### src/rtl/stack_engine.sv
module stack_engine #(
  parameter int XLEN   = 32,
  parameter int NREG   = 8,
  parameter int SP_IDX = 4
) (
  input  logic                    clk,
  input  logic                    rst_n,
  input  logic                    start,
  input  logic [7:0]              opcode,
  output logic                    busy,
  output logic                    done,
  output logic [XLEN-1:0]         mem_addr,
  output logic                    mem_we,
  output logic                    mem_re,
  output logic [7:0]              mem_wdata,
  input  logic [7:0]              mem_rdata,
  input  logic                    reg_we,
  input  logic [$clog2(NREG)-1:0] reg_wr_idx,
  input  logic [XLEN-1:0]         reg_wr_data,
  input  logic [$clog2(NREG)-1:0] reg_rd_idx,
  output logic [XLEN-1:0]         reg_rd_data
);
  localparam int BYTES = XLEN / 8;
  localparam int IDX_W = $clog2(NREG);
  localparam int CNT_W = $clog2(BYTES);
  localparam logic [XLEN-1:0]  STEP = XLEN'(BYTES);
  localparam logic [CNT_W-1:0] LAST = CNT_W'(BYTES - 1);

  typedef enum logic [1:0] {S_IDLE, S_XFER, S_DONE} state_t;

  state_t           state;
  logic [CNT_W-1:0] cnt;
  logic             is_pop;
  logic [IDX_W-1:0] sel;
  logic [XLEN-1:0]  base;
  logic [XLEN-1:0]  word;
  logic [XLEN-1:0]  rf [NREG];

  wire              accept  = (state == S_IDLE) && start && (opcode[7:4] == 4'h5);
  wire [IDX_W-1:0]  sel_in  = opcode[IDX_W-1:0];
  wire [XLEN-1:0]   sp      = rf[SP_IDX];
  wire [XLEN-1:0]   shamt   = XLEN'({cnt, 3'b000});

  always_ff @(posedge clk) begin
    if (!rst_n) begin
      state  <= S_IDLE;
      cnt    <= '0;
      is_pop <= 1'b0;
      sel    <= '0;
      base   <= '0;
      word   <= '0;
      for (int i = 0; i < NREG; i++) rf[i] <= '0;
    end else begin
      case (state)
        S_IDLE: begin
          if (accept) begin
            state  <= S_XFER;
            cnt    <= '0;
            sel    <= sel_in;
            is_pop <= opcode[3];
            if (opcode[3]) begin
              base <= sp;
              word <= '0;
            end else begin
              base        <= sp - STEP;
              word        <= rf[sel_in];
              rf[SP_IDX]  <= sp - STEP;
            end
          end else if (reg_we) begin
            rf[reg_wr_idx] <= reg_wr_data;
          end
        end
        S_XFER: begin
          cnt <= cnt + 1'b1;
          if (is_pop) word <= word | (XLEN'(mem_rdata) << shamt);
          if (cnt == LAST) begin
            state <= S_DONE;
            if (is_pop) begin
              if (sel != IDX_W'(SP_IDX)) rf[SP_IDX] <= base + STEP;
              rf[sel] <= word | (XLEN'(mem_rdata) << shamt);
            end
          end
        end
        default: state <= S_IDLE;
      endcase
    end
  end

  assign busy        = (state != S_IDLE);
  assign done        = (state == S_DONE);
  assign mem_we      = (state == S_XFER) && !is_pop;
  assign mem_re      = (state == S_XFER) && is_pop;
  assign mem_addr    = base + XLEN'(cnt);
  assign mem_wdata   = 8'(word >> shamt);
  assign reg_rd_data = rf[reg_rd_idx];

  p_strobe_excl_r3: assert property (@(posedge clk) disable iff (!rst_n)
    !(mem_we && mem_re));
  p_idle_quiet_r1: assert property (@(posedge clk) disable iff (!rst_n)
    !busy |-> !(mem_we || mem_re));
  p_done_pulse_r7: assert property (@(posedge clk) disable iff (!rst_n)
    done |=> !done);
  p_done_after_xfer_r7: assert property (@(posedge clk) disable iff (!rst_n)
    done |-> $past(mem_we || mem_re));
  p_addr_step_r2: assert property (@(posedge clk) disable iff (!rst_n)
    ((mem_we || mem_re) && $past(mem_we || mem_re)) |-> (mem_addr == $past(mem_addr) + 1));
  p_push_sp_r2: assert property (@(posedge clk) disable iff (!rst_n)
    (accept && !opcode[3]) |=> (rf[SP_IDX] == $past(sp) - STEP));
  p_busy_start_r8: assert property (@(posedge clk) disable iff (!rst_n)
    (busy && !done) |=> busy);
endmodule

### config.mk
export PLATFORM = sky130hd
export DESIGN_NAME = stack_engine
export DESIGN_NICKNAME = d
export VERILOG_FILES = /design/src/rtl/stack_engine.sv
export SDC_FILE = /design/constraint.sdc
export NUM_CORES = 1
export LEC_CHECK = 0
export BUFFER_PORTS_ARGS = -buffer_cell sky130_fd_sc_hd__clkbuf_2
export CORE_AREA = 2 2 236 168
export DETAILED_ROUTE_END_ITERATION = 8
export DIE_AREA = 0 0 238 170
export PLACE_DENSITY = 0.67
export SLEW_MARGIN = 20
export SYNTH_ARGS = -nofsm -noshare
export SYNTH_HDL_FRONTEND = slang
export SYNTH_SLANG_ARGS = --single-unit
### constraint.sdc
create_clock -name clk -period 9.3 [get_ports clk]
set_input_delay 1.86 -clock clk [delete_from_list [all_inputs] [get_ports clk]]
set_output_delay 1.86 -clock clk [all_outputs]
set_load 0.03 [all_outputs]
==> metrics.md <==
| Metric | Value |
|---|---|
| Hpwl dp | `42.0 mm` |
| Global-route wire length before repair | `92.0 mm` |
| Met1 usage | `42.9%` |
| DRC | `0` |
| Avg Inst Size Synth | `11.3 sq um` |
| Syn nets | `1741` |
| Sequential fraction of the synthesis area | `48.3%` |
| Critical path launch point | `reg_rd_idx[0]` |
| Worst-Margin Slew | `1090 ps` |
| Crit path max-delay cell type | `buf_4` |
| Worst hold endpoint | `base[0]` |
| CTS Sinks | `328` |
| Worst Setup End Kind | `output port` |
| Final setup viols | `0` |
| Fin crit share | `65.0%` |
| Antenna Nets Post-Route | `0` |
| Post-synth top area share | `40.7%` |
| Area post-placement | `0.0199 sq mm` |
| Crit path launch type | `primary input` |
| CTS tree | `done` |
| Crit Path Max Fanout | `39` |
| Met3 Usage GRT | `7.41%` |
| Synth Cell Area | `0.0189 sq mm` |
| Layout cells sized above 1 | `23.0%` |
| TritonCTS buffer count | `35` |
| Post_cts resized | `0` |
| Initial Util | `49.5%` |
| Most common cell on crit path | `buf_4` |
| Area Growth Syn to Fin | `11.6%` |
| Longest Clk Path Bufs | `3` |
| Pleak | `0.00776 uW` |
| Fin Setup TNS | `0 ps` |
| Routability Congestion | `0.952` |
| Rows | `60` |
| Flops & latches, synth | `328` |
| FF-to-FF Start | `cnt[0]` |
| Cells along the critical path | `buf_4 > buf_4 > mux4_2 > mux2_2 > clkbuf_2` |
| Hold Buf Count CTS | `0` |
| Later-pin clock latency in the skew report | `540 ps` |
| Final core utilization | `55.3%` |
| Total power | `3600 uW` |
| Register Area | `0.00913 sq mm` |
| Synth Flop Type | `edfxtp_1` |
| Initial antenna violation count | `1` |
| Initial drt markers | `2173` |
| Vias in the first global route | `14266` |
| Busiest grt layer | `met2` |
| Yosys cell types | `59` |
| Final worst path period need | `6040 ps` |
| Max-cap violations | `0` |
| Final Slew Violations | `0` |
| Worst slew margin | `27.6%` |
| Worst Hold Class | `register to register` |
| CORE AREA | `0.0381 sq mm` |
| Hold_sp | `base[0]` |
| Synth warnings | `0` |
| Number of synthesized flops with an enable pin | `256` |
| Largest net degree at the start of global routing | `68` |
| Drt wl/cell | `27.7 microns` |
| Global Route met2 Usage | `48.2%` |
| Max frequency | `0.165 GHz` |
| Worst VDD drop | `135 uV` |
| CP arrival | `4180 ps` |
| Die width | `238 microns` |
| Reg2Reg Setup Slack | `5180 ps` |
| Post-Route WL | `62.6 mm` |
| Worst setup margin | `3260 ps` |
| Async S/R FF share, synth | `0%` |
| Vias per inst | `6.66` |
| Fill count | `3218` |
| Final hold vios | `0` |
| Ports | `134` |
| Slowest stage delay, CP | `740 ps` |
| RSZ-0062 raised after global routing | `false` |
| Synth top area cells | `edfxtp_1 (41%), mux4_2 (16%), dfxtp_1 (7.6%)` |
| CTS root buffer | `clkbuf_16` |
| CP Class | `primary input to output port` |
| Pre-CTS setup slack | `3200 ps` |
| Tot GR Track Use | `31.1%` |
| Reg-to-reg endpoint | `rf[2][29]` |
| Area occupied by multi-input gates | `0.00913 sq mm` |
| Clock-pin slew on the worst setup and hold paths | `60 ps` |
| Status | `completed` |
| Via count | `15045` |
| WHS Path Cells | `2` |
| Post-route design area | `0.0211 sq mm` |
| Cell Pwr Density | `171 mW/mm^2` |
| Post-Syn Instances | `1677` |
| Cell type with the largest total area after synthesis | `edfxtp_1` |
| Most frequent cells in the layout | `nor2_1 (360), edfxtp_1 (256), mux4_2 (136)` |
| Htree depth | `2` |
| Worst EP required | `7440 ps` |
| Die H | `170 microns` |
| Die Area | `0.0405 sq mm` |
| Number of buffers added on ports | `133` |
| Overflow after GRT | `0` |
| Most common cell after layout, fill and taps aside | `nor2_1` |
| R2R depth | `9` |
| Final layout net count | `1800` |
| Drt pass-1 iters | `6` |
| Post-CTS Setup Inserts | `0` |
| Clk_skew | `14.7 ps` |
[synth_stat cells (5+ instances only)]
master,count
xor2_1,31
a21oi_1,76
and3_1,6
o21ai_0,73
edfxtp_1,256
and4_1,8
ha_1,5
mux2i_1,45
nor4_1,24
a221o_1,9
xnor2_1,66
nor2_1,361
nor3_1,38
clkbuf_1,114
a211oi_1,20
mux2_2,32
mux4_2,136
o221ai_1,11
nand2b_1,8
and2_1,6
or4_1,9
nand4_1,32
or3_1,8
a21o_1,11
dfxtp_1,72
nor2b_1,7
buf_2,11
nand3_1,25
nand2_1,65
buf_1,22
inv_1,17
o22ai_1,24
[flip-flops by register name, summed over array words and instances (netlist names)]
signal  count
word       32
sel         3
state       2
is_pop      1
cnt         2
base       32
rf        256
[cell type report]
cell class	count	share of cell area, %
Timing Repair Buffer	171	4.55
Antenna cell	1	0.0119
Clock buffer	42	4.48
Inverter	19	0.338
Multi-Input combinational cell	1181	43.3
Clock inverter	21	1.08
Sequential cell	328	43.3
Tap cell	496	2.94
[cells by family after synthesis]
| logic type | count (synthesis) | synth area share [%] |
|---|---|---|
| muxes | 213 | 20.5 |
| AOI/OAI and AO/OA | 248 | 7.94 |
| buffers and inverters | 168 | 3.49 |
| DFF | 328 | 48.3 |
| adders and majority gates | 6 | 0.437 |
| and+or+nand+nor | 617 | 14.8 |
| xor gates and xnor gates | 97 | 4.50 |
[worst max-delay path, delay by kind of cell]
family	cells	cell delay, ps
buffers and inverters	3	1360
multiplexers	2	890
[worst max-delay path by stage]
stage | end | cells past startpoint
after floorplan | reg_rd_data[0] | 4
after global placement | reg_rd_data[23] | 5
after detailed placement | reg_rd_data[23] | 5
after CTS | reg_rd_data[1] | 5
after global routing | reg_rd_data[23] | 5
final | reg_rd_data[23] | 5
[stage by stage]
step,instances,hold WS (ps)
after floorplan,1677,453
after global placement,2195,467
after detailed placement,2195,487
after CTS,2258,496
after global routing,2259,517
final,2259,497
[metal layers]
| metal | up-vias | share of wire [%] |
|---|---|---|
| met5 | - | 0 |
| met4 | 0 | 4.0 |
| met3 | 141 | 12 |
| met2 | 1020 | 46 |
| met1 | 7459 | 39 |
| li1 | 6425 | - |
[report_power, final]
part           total [uW]  switching, uW  leakage [uW]  internal, uW
sequential           1700           55.8       0.00321          1640
combinational         438            267       0.00398           171
clock                1470            604      0.000574           864
(Power assumes the default switching activity.)
